**src/rtl/uart_irq_pkg.sv**
```systemverilog
package uart_irq_pkg;

  typedef enum logic [3:0] {
    ID_MODEM  = 4'h0,
    ID_NONE   = 4'h1,
    ID_TXE    = 4'h2,
    ID_RXDATA = 4'h4,
    ID_LINE   = 4'h6,
    ID_TMO    = 4'hC
  } irq_id_e;

  localparam int NUM_SRC = 5;

  // index 0 is the highest rank
  function automatic irq_id_e src_id(input int idx);
    case (idx)
      0:       return ID_LINE;
      1:       return ID_TMO;
      2:       return ID_RXDATA;
      3:       return ID_TXE;
      4:       return ID_MODEM;
      default: return ID_NONE;
    endcase
  endfunction

  function automatic irq_id_e pick_src(input logic [NUM_SRC-1:0] req);
    irq_id_e id;
    id = ID_NONE;
    for (int i = NUM_SRC - 1; i >= 0; i--) begin
      if (req[i]) id = src_id(i);
    end
    return id;
  endfunction

endpackage

```
**src/rtl/irq_enable_reg.sv**
```systemverilog
module irq_enable_reg #(
  parameter int DATA_W = 8,
  parameter int IER_W  = 4
) (
  input  logic              clk,
  input  logic              rst,
  input  logic              wr_i,
  input  logic [DATA_W-1:0] wdata_i,
  output logic [IER_W-1:0]  ier_nxt_o,
  output logic [IER_W-1:0]  ier_q_o
);
  logic unused_hi;
  assign unused_hi = ^wdata_i[DATA_W-1:IER_W];

  always_comb begin
    ier_nxt_o = ier_q_o;
    if (wr_i) ier_nxt_o = wdata_i[IER_W-1:0];
  end

  always_ff @(posedge clk) begin
    if (rst) ier_q_o <= '0;
    else     ier_q_o <= ier_nxt_o;
  end

  // only the low nibble is kept
  a_r2_ier_store: assert property (@(posedge clk) disable iff (rst)
    wr_i |=> ier_q_o == $past(wdata_i[IER_W-1:0]));
endmodule

```
**src/rtl/irq_sticky_flags.sv**
```systemverilog
module irq_sticky_flags #(
  parameter int N = 2
) (
  input  logic         clk,
  input  logic         rst,
  input  logic [N-1:0] set_i,
  input  logic         clr_i,
  output logic [N-1:0] flag_nxt_o,
  output logic [N-1:0] flag_q_o
);
  for (genvar g = 0; g < N; g++) begin : g_flag
    assign flag_nxt_o[g] = (flag_q_o[g] & ~clr_i) | set_i[g];

    always_ff @(posedge clk) begin
      if (rst) flag_q_o[g] <= 1'b0;
      else     flag_q_o[g] <= flag_nxt_o[g];
    end

    // a read without a colliding set leaves the flag clear
    a_r11_read_clears: assert property (@(posedge clk) disable iff (rst)
      (clr_i && !set_i[g]) |=> !flag_q_o[g]);
    a_r11_set_wins: assert property (@(posedge clk) disable iff (rst)
      set_i[g] |=> flag_q_o[g]);
  end
endmodule

```
**src/rtl/irq_txe_pending.sv**
```systemverilog
module irq_txe_pending (
  input  logic clk,
  input  logic rst,
  input  logic thr_wr_i,
  input  logic ier_wr_i,
  input  logic ier_txe_i,
  input  logic thr_empty_i,
  input  logic iir_rd_i,
  input  logic txe_shown_i,
  output logic pend_nxt_o
);
  logic pend_q;
  logic empty_q;
  logic empty_rise;

  assign empty_rise = thr_empty_i & ~empty_q;

  always_comb begin
    pend_nxt_o = pend_q;
    if (thr_wr_i)                     pend_nxt_o = 1'b0;
    else if (ier_wr_i)                pend_nxt_o = ier_txe_i & thr_empty_i;
    else if (empty_rise)              pend_nxt_o = 1'b1;
    else if (iir_rd_i && txe_shown_i) pend_nxt_o = 1'b0;
  end

  always_ff @(posedge clk) begin
    if (rst) begin
      pend_q  <= 1'b0;
      empty_q <= 1'b1;
    end else begin
      pend_q  <= pend_nxt_o;
      empty_q <= thr_empty_i;
    end
  end

  // a holding write always leaves the flag clear
  a_r7_write_clears: assert property (@(posedge clk) disable iff (rst)
    thr_wr_i |=> !pend_q);
  // a read that did not show the flag leaves it untouched
  a_r10_hidden_read: assert property (@(posedge clk) disable iff (rst)
    (iir_rd_i && !txe_shown_i && !thr_wr_i && !ier_wr_i && !empty_rise) |=>
    pend_q == $past(pend_q));
endmodule

```
**src/rtl/irq_prio_enc.sv**
```systemverilog
module irq_prio_enc
  import uart_irq_pkg::*;
#(
  parameter int CNT_W   = 5,
  parameter int IER_W   = 4,
  parameter int DELTA_W = 4
) (
  input  logic [IER_W-1:0]   ier_i,
  input  logic               line_err_i,
  input  logic               timeout_i,
  input  logic               rx_ready_i,
  input  logic               fifo_en_i,
  input  logic [CNT_W-1:0]   rx_count_i,
  input  logic [CNT_W-1:0]   rx_trig_i,
  input  logic               txe_pend_i,
  input  logic [DELTA_W-1:0] delta_i,
  output irq_id_e            id_o
);
  logic               data_avail;
  logic [NUM_SRC-1:0] req;

  assign data_avail = fifo_en_i ? (rx_ready_i && (rx_count_i >= rx_trig_i)) : rx_ready_i;

  assign req[0] = ier_i[2] & line_err_i;
  assign req[1] = ier_i[0] & timeout_i;
  assign req[2] = ier_i[0] & data_avail;
  assign req[3] = ier_i[1] & txe_pend_i;
  assign req[4] = ier_i[3] & (|delta_i);

  assign id_o = pick_src(req);

  always_comb begin
    // a reported timeout implies the receive enable
    if (id_o == ID_TMO) begin
      a_r4_tmo_masked: assert (ier_i[0] && timeout_i);
    end
    // a reported line error outranks everything
    if (ier_i[2] && line_err_i) begin
      a_r3_line_first: assert (id_o == ID_LINE);
    end
  end
endmodule

```
**src/rtl/uart_irq_ctrl.sv**
```systemverilog
module uart_irq_ctrl
  import uart_irq_pkg::*;
#(
  parameter int FIFO_DEPTH = 16,
  parameter int DATA_W     = 8,
  parameter int IER_W      = 4,
  parameter int DELTA_W    = 4,
  localparam int CNT_W     = $clog2(FIFO_DEPTH) + 1
) (
  input  logic               clk,
  input  logic               rst,
  input  logic               ier_wr_i,
  input  logic [DATA_W-1:0]  wdata_i,
  input  logic               thr_wr_i,
  input  logic               iir_rd_i,
  input  logic               lsr_rd_i,
  input  logic               fifo_en_i,
  input  logic               rx_ready_i,
  input  logic [CNT_W-1:0]   rx_count_i,
  input  logic [CNT_W-1:0]   rx_trig_i,
  input  logic               rx_timeout_i,
  input  logic               thr_empty_i,
  input  logic               err_lvl_i,
  input  logic               brk_set_i,
  input  logic               ovr_set_i,
  input  logic [DELTA_W-1:0] msr_delta_i,
  output logic [IER_W-1:0]   ier_o,
  output logic               brk_flag_o,
  output logic               ovr_flag_o,
  output logic [DATA_W-1:0]  iir_o,
  output logic               irq_o
);
  localparam int N_STICKY = 2;

  logic [IER_W-1:0]    ier_nxt;
  logic [N_STICKY-1:0] flag_nxt, flag_q;
  logic                pend_nxt;
  logic                txe_shown;
  irq_id_e             id_nxt;
  logic [DATA_W-1:0]   iir_q;
  logic                irq_q;

  irq_enable_reg #(.DATA_W(DATA_W), .IER_W(IER_W)) i_ier (
    .clk(clk), .rst(rst), .wr_i(ier_wr_i), .wdata_i(wdata_i),
    .ier_nxt_o(ier_nxt), .ier_q_o(ier_o));

  irq_sticky_flags #(.N(N_STICKY)) i_flags (
    .clk(clk), .rst(rst), .set_i({ovr_set_i, brk_set_i}), .clr_i(lsr_rd_i),
    .flag_nxt_o(flag_nxt), .flag_q_o(flag_q));

  assign txe_shown = (iir_q[3:0] == ID_TXE);

  irq_txe_pending i_txe (
    .clk(clk), .rst(rst), .thr_wr_i(thr_wr_i), .ier_wr_i(ier_wr_i),
    .ier_txe_i(wdata_i[1]), .thr_empty_i(thr_empty_i), .iir_rd_i(iir_rd_i),
    .txe_shown_i(txe_shown), .pend_nxt_o(pend_nxt));

  irq_prio_enc #(.CNT_W(CNT_W), .IER_W(IER_W), .DELTA_W(DELTA_W)) i_enc (
    .ier_i(ier_nxt), .line_err_i((|flag_nxt) | err_lvl_i), .timeout_i(rx_timeout_i),
    .rx_ready_i(rx_ready_i), .fifo_en_i(fifo_en_i), .rx_count_i(rx_count_i),
    .rx_trig_i(rx_trig_i), .txe_pend_i(pend_nxt), .delta_i(msr_delta_i),
    .id_o(id_nxt));

  always_ff @(posedge clk) begin
    if (rst) begin
      iir_q <= {{(DATA_W-4){1'b0}}, ID_NONE};
      irq_q <= 1'b0;
    end else begin
      iir_q <= {{2{fifo_en_i}}, {(DATA_W-6){1'b0}}, id_nxt};
      irq_q <= (id_nxt != ID_NONE);
    end
  end

  assign iir_o      = iir_q;
  assign irq_o      = irq_q;
  assign brk_flag_o = flag_q[0];
  assign ovr_flag_o = flag_q[1];

  // reset leaves the block idle
  a_r1_reset_idle: assert property (@(posedge clk)
    rst |=> (iir_o == 8'h01 && !irq_o && ier_o == '0 && !brk_flag_o && !ovr_flag_o));
  // a holding write never leaves the transmit code reported
  a_r7_no_txe_after_write: assert property (@(posedge clk) disable iff (rst)
    thr_wr_i |=> iir_o[3:0] != ID_TXE);
  // FIFO-mode bits follow the mode input
  a_r6_upper_bits: assert property (@(posedge clk) disable iff (rst)
    1'b1 |=> iir_o[7:4] == {{2{$past(fifo_en_i)}}, 2'b00});
endmodule

```
**config.mk**
```make
export PLATFORM = sky130hd
export DESIGN_NAME = uart_irq_ctrl
export DESIGN_NICKNAME = d
export VERILOG_FILES = /design/src/rtl/uart_irq_pkg.sv /design/src/rtl/irq_enable_reg.sv /design/src/rtl/irq_sticky_flags.sv /design/src/rtl/irq_txe_pending.sv /design/src/rtl/irq_prio_enc.sv /design/src/rtl/uart_irq_ctrl.sv
export SDC_FILE = /design/constraint.sdc
export NUM_CORES = 1
export LEC_CHECK = 0
export BUFFER_PORTS_ARGS = -buffer_cell sky130_fd_sc_hd__buf_2
export CAP_MARGIN = 20
export CORE_AREA = 8 8 61 63
export CTS_CLUSTER_DIAMETER = 60
export CTS_CLUSTER_SIZE = 12
export DETAILED_ROUTE_END_ITERATION = 16
export DIE_AREA = 0 0 69 71
export PLACE_DENSITY = 0.56
export SLEW_MARGIN = 20
export SYNTH_ARGS = -nofsm -noshare
export SYNTH_HDL_FRONTEND = slang
export SYNTH_SLANG_ARGS = --single-unit
```
**constraint.sdc**
```tcl
create_clock -name clk -period 2.45 [get_ports clk]
set_clock_uncertainty 0.15 [all_clocks]
set_input_delay 0.245 -clock clk [delete_from_list [all_inputs] [get_ports clk]]
set_output_delay 0.245 -clock clk [all_outputs]
set_load 0.005 [all_outputs]
```
==> results.yml, run 1 <==
clocking:
  ctsHoldBuffers: 0
  path_clk_slew_ns: 0.09
  cts_num_sinks: 14
  cts-root-buf: "clkbuf_4"
  cts_tree: "done"
  numCtsBuffers: 3
  htreeDepth: 1
  clock_path_buffers: 2
  post_cts_buffers: 0
  clk_latency_ns: 0.28
  cts.repair.resized: 0
critical_path:
  crit_type: "reg2reg"
  cp_max_fo: 3
  rrSetupSlack_ns: 0.99
  worstPathArrival_ns: 1.43
  critPathLaunchType: "flip-flop"
  endpoint_kind: "flip-flop"
  reg2regPathDepth: 4
  r2r-end: "irq_o"
  critPathRequiredTime_ns: 2.43
  rr_startpoint: "iir_o[0]"
  crit_start: "iir_o[0]"
drt:
  vias_per_cell: 4.359
  wire_per_inst_um: 12.33
  detail-route-antenna-nets: 0
  drt_iter0_drc: 38
  routed_wl_um: 1923
  via_count: 680
  dr.pass1.iters: 2
  drc: 0
logic_synthesis:
  syn_area_per_cell_sq_um: 9.415
  netlist_area_sq_um: 753.2
  ys_seq_elements: 14
  ys_warn_count: 0
  syn-instance-count: 80
  synth.distinct_cells: 33
  ys_seq_area_share_pct: 37.21
finish:
  final_cell_mix: "buf_2, dfxtp_1, inv_1"
  syn2layout_area_growth_pct: 34.39
  nets: 164
  n_antenna_cell: 0
  drive_above_1_share_pct: 47.15
  fillers: 309
  final_common_cell: "buf_2"
  final_core_util_pct: 35.48
sta:
  maxSlewViolCount: 0
  min_period_ns: 1.459
  setup-violations-final: 0
  fmaxAchievable_ghz: 0.6855
  hold_viol_final: 0
  rsz0062_at_grt: "no"
  setup_slack_ns: 0.9912
  min_period_over_period_pct: 59.54
  setup-tns-final_ns: 0
power:
  power_per_cell_area_nw_per_um2: 510.0
  leakagePower_nw: 0.5284
  internal-power_mw: 0.3870
  pwr-share-clk_pct: 31.2
  p_seq_share_pct: 48.6
  comb_power_share_pct: 20.3
  swShare_pct: 25.04
  ir_worst_vdd_v: 0.0002066
  netSwitchingPower_mw: 0.1293
outcome:
  status: "completed"
worst_hold_path:
  hold_path.class: "in2reg"
  holdPathEnd: "i_txe.pend_q"
  hp-start: "thr_wr_i"
  holdPathStages: 2
grt:
  grt_pass1_wl_um: 3222
  grt_util_all_layers_pct: 7.877
  gr-total-overflow: 0
  grt_antenna_before_repair: 0
  grt_max_degree: 14
  grt_pass1_vias: 733
place:
  hpwl_um: 1715
  gp_congestion: 0.7466
  dp_slack_ns: 0.6989
  io_buffers: 43
floorplan:
  die_x_um: 69
  core_area_sq_um: 2853
  initial_core_util_pct: 26.40
  dieArea_sq_um: 4899
  row_count: 20
  chipHeight_um: 71
  io_pins: 50
job:
  maxCapViolations: 0
## critical path, cell delays in order (launching register included)
cell and delay (ns):
dfxtp_1 0.32, nor4b_2 0.26, nand2_1 0.13, a32oi_2 0.29, a41oi_1 0.17
## routing by layer
layer,global-route usage (%),vias up,wire length [um]
li1,-,361,-
met1,9.084,284,902
met2,12.30,33,807
met3,3.916,2,200
met4,2.733,0,13
met5,0,-,0
## cell families (layout without fill, tap and decap cells)
kind of cell    count (synthesis)  count (layout)  synth area share (%)
mux                             4               4                 5.648
simple gates                   20              20                 16.11
flops                          14              14                 37.21
compound gates                 20              20                 21.76
buf+inv                        16              58                 10.46
other cells                     1               2                0.4979
fa+ha+maj                       5               5                 8.306
## worst max path at each step
| stage | cells past startpoint | slack [ns] | endpoint |
|---|---|---|---|
| floorplan | 6 | 0.96 | iir_o[1] |
| global placement | 6 | 0.78 | iir_o[1] |
| detailed placement | 6 | 0.70 | iir_o[1] |
| CTS | 4 | 0.97 | irq_o |
| global route | 4 | 0.93 | irq_o |
| finish | 4 | 0.99 | irq_o |
## power groups by stage
stage          sequential [mW]  combinational (mW)  clock [mW]
2_1_floorplan            0.258              0.0577           0
3_3_place_gp             0.256               0.103           0
3_5_place_dp             0.256               0.106           0
4_1_cts                  0.251               0.106       0.168
5_1_grt                  0.252               0.119       0.177
6_report                 0.251               0.105       0.161
## registers in the layout, summed over array words and instances, names as in the netlist
register	cells
iir_o	5
i_ier.ier_q_o	4
i_flags.flag_q_o	2
i_txe.empty_q	1
i_txe.pend_q	1
irq_o	1
## cell type report
cell class                      count  area [sq um]  area share (%)
Clock buffer                        4         36.28           3.585
Inverter                           11         41.29           4.079
Timing Repair Buffer               43         215.2           21.26
Tap cell                           33         41.29           4.079
Multi-Input combinational cell     51         397.9           39.31
Sequential cell                    14         280.3           27.69
## through the flow
stage | hold WS (ns) | area, sq um | total power [mW] | instances
floorplan | 0.1666 | 757.0 | 0.3153 | 81
global placement | 0.3171 | 975.9 | 0.3585 | 152
detailed placement | 0.3252 | 975.9 | 0.3620 | 152
CTS | 0.01607 | 1012 | 0.5257 | 156
global route | 0.02992 | 1012 | 0.5486 | 156
finish | 0.02603 | 1012 | 0.5163 | 156
## cells in the mapped netlist
library cell	n	area, sq um
dfxtp_1	14	280.3
inv_1	11	41.29
a21oi_1	5	25.02
ha_1	5	62.56
nand2_1	5	18.77
nor2_1	5	18.77
buf_4	3	22.52
nor2b_1	3	18.77
and3_1	2	12.51
mux2_2	2	22.52
mux2i_1	2	20.02
o21ai_0	2	10.01
a2111oi_0	1	8.760
a211o_1	1	8.760
a21oi_2	1	8.760
a221oi_1	1	8.760
a221oi_2	1	15.01
a31oi_1	1	6.260
a31oi_2	1	12.51
a32oi_2	1	16.27
a41o_1	1	10.01
a41oi_1	1	8.760
buf_1	1	3.750
buf_6	1	11.26
conb_1	1	3.750
nand2b_4	1	13.76
nor3_1	1	5.000
nor3b_2	1	12.51
nor4b_2	1	15.01
o21ai_2	1	8.760
o21bai_1	1	7.510
o41ai_1	1	8.760
or2_2	1	6.260
Note: power is estimated with default switching activity, not from simulation.
==> inputs of run 2 (changes only) <==
- PLACE_DENSITY: 0.56 -> 0.58
- clock period: 2.45 -> 1.2 ns (I/O delays scaled with it)
==> run 2 against run 1 <==
  * The flow now finishes with violations (negative hold slack, negative setup slack)
  * First-iteration DRC count increased by 5.3%
  * Die area unchanged
  * Cell area increased by 22%
  * Non-clock buffer count increased by 17
  * Via count increased by 13%
  * Critical path type unchanged
  * Largest power group unchanged
==> results.yml, run 2 (same netlist as run 1, synthesis figures left out) <==
critical_path:
  critPathLaunchType: "flip-flop"
  endpoint: "irq_o"
  crit_start: "iir_o[2]"
  cp.buffers_inverters: 0
  worstPathArrival_ns: 1.40
  critPathRequiredTime_ns: 1.19
  endpoint_kind: "flip-flop"
  worst_path_max_delay_cell: "dfxtp_2"
  r2r-end: "irq_o"
  reg2regPathDepth: 4
  worst-path-stages: 4
  cp_cell_sequence: "nor4b_4, nand2_2, a32oi_2, a41oi_1"
  path_delay_family: "compound AO/OA/AOI/OAI gates"
  crit_type: "reg2reg"
  rr_startpoint: "iir_o[2]"
  rrSetupSlack_ns: -0.21
  cp_max_fo: 3
  cpPeakStageDelay_ns: 0.34
finish:
  fillers: 287
  largest_reg_flops: 5
  nets: 181
  drive_above_1_share_pct: 58.27
  syn2layout_area_growth_pct: 64.45
  design_area_sq_um: 1239
  final_core_util_pct: 43.42
  n_antenna_cell: 0
  final_common_cell: "buf_2"
  final_cell_mix: "buf_2, dfxtp_1, buf_4"
grt:
  grt_util_all_layers_pct: 8.506
  grt_pass1_vias: 841
  gr-total-overflow: 0
  grt_antenna_before_repair: 0
  grt_pass1_wl_um: 3546
  grt_max_degree: 14
floorplan:
  dieArea_sq_um: 4899
  die_x_um: 69
  row_count: 20
  core_area_sq_um: 2853
  io_pins: 50
  initial_core_util_pct: 26.40
  chipHeight_um: 71
clocking:
  numCtsBuffers: 3
  cts_num_sinks: 14
  cts_tree: "done"
  cts-root-buf: "clkbuf_4"
  ctsHoldBuffers: 8
  clk_latency_ns: 0.29
  htreeDepth: 1
  path_clk_slew_ns: 0.09
  clock_path_buffers: 2
power:
  ir_worst_vdd_v: 0.0004590
  swShare_pct: 27.57
  pwr-share-clk_pct: 24.6
  leakagePower_nw: 0.6030
  netSwitchingPower_mw: 0.2974
  comb_power_share_pct: 27.2
  p_seq_share_pct: 48.3
  power_per_cell_area_nw_per_um2: 870.7
  internal-power_mw: 0.7812
sta:
  setup-violations-final: 4
  rsz0062_at_grt: "yes"
  hold_ws_ns: -0.04216
  min_period_ns: 1.408
  setup_slack_ns: -0.2081
  maxSlewViolCount: 0
  min_period_over_period_pct: 117.3
  hold_viol_final: 2
  fmaxAchievable_ghz: 0.7102
drt:
  vias_per_cell: 4.448
  wl_met1_um: 990
  top_layer_used: "met4"
  wl_met3_um: 250
  drt_iter0_drc: 40
  detail-route-antenna-nets: 0
  routed_wl_um: 2191
  dr.pass1.iters: 4
  wl_met2_um: 912
  via_count: 765
  wire_per_inst_um: 12.74
  drc: 0
place:
  dp_slack_ns: -0.3119
  io_buffers: 43
  gp_congestion: 0.7179
  hpwl_um: 1741
  place_area_sq_um: 1079
job:
  maxCapViolations: 0
outcome:
  status: "finished with violations"
  violations: "negative hold slack, negative setup slack"
worst_hold_path:
  hold_path.class: "in2reg"
## run 2: cell count changes in the layout (fill, tap and decap cells not counted), sizes merged
cell and change:
buf +9, clkbuf -1, dlygate4sd3 +8
## run 2: power groups by stage
stage / logic [mW] / registers (mW) / clock network [mW]
floorplan: 0.129 / 0.527 / 0
global placement: 0.252 / 0.522 / 0
detailed placement: 0.257 / 0.523 / 0
CTS: 0.279 / 0.513 / 0.269
global route: 0.325 / 0.525 / 0.287
finish: 0.293 / 0.520 / 0.265
## run 2: final cells by class
class	instances	area, sq um	share of cell area [%]
Multi-Input combinational cell	51	473.0	38.18
Timing Repair Buffer	60	362.8	29.29
Sequential cell	14	285.3	23.03
Inverter	11	53.80	4.343
Tap cell	33	41.29	3.333
Clock buffer	3	22.52	1.818
## run 2: repair_timing
action | CTS | global route
setup endpoints to repair | 5 | 6
endpoints found under the hold margin | 9 | 1
pin swaps | 4 | 5
setup buffers | 0 | 1
resized for setup | 3 | 9
## run 2: worst reg2reg max path, delay by kind of cell, from the launching register on
| family | cells | cell delay, ns |
|---|---|---|
| flops | 1 | 0.34 |
| compound gates | 2 | 0.43 |
| simple gates | 2 | 0.36 |
## run 2: routing by layer
layer | vias to the layer above | GRT usage [%]
li1 | 394 | -
met3 | 5 | 4.755
met4 | 0 | 3.417
met2 | 39 | 12.70
met5 | - | 0
met1 | 327 | 9.791
## run 2: worst min path at each step
| stage | from | to | slack (ns) | cells past startpoint |
|---|---|---|---|---|
| after detailed placement | thr_wr_i | i_txe.pend_q | 0.20 | 2 |
| after CTS | wdata_i[2] | i_ier.ier_q_o[2] | -0.02 | 3 |
| after global placement | brk_set_i | i_flags.flag_q_o[0] | 0.20 | 3 |
| after floorplan | rst | i_ier.ier_q_o[3] | 0.04 | 1 |
| final | wdata_i[2] | i_ier.ier_q_o[2] | -0.04 | 3 |
| after global routing | wdata_i[2] | i_ier.ier_q_o[2] | -0.02 | 3 |
## run 2: stage by stage
step	instances	TNS [ns]	power [mW]
3_3_place_gp	160	-1.064	0.7738
3_5_place_dp	160	-1.195	0.7806
5_1_grt	172	-0.8991	1.137
2_1_floorplan	81	-0.2224	0.6554
4_1_cts	171	-0.7433	1.061
6_report	172	-0.6970	1.079
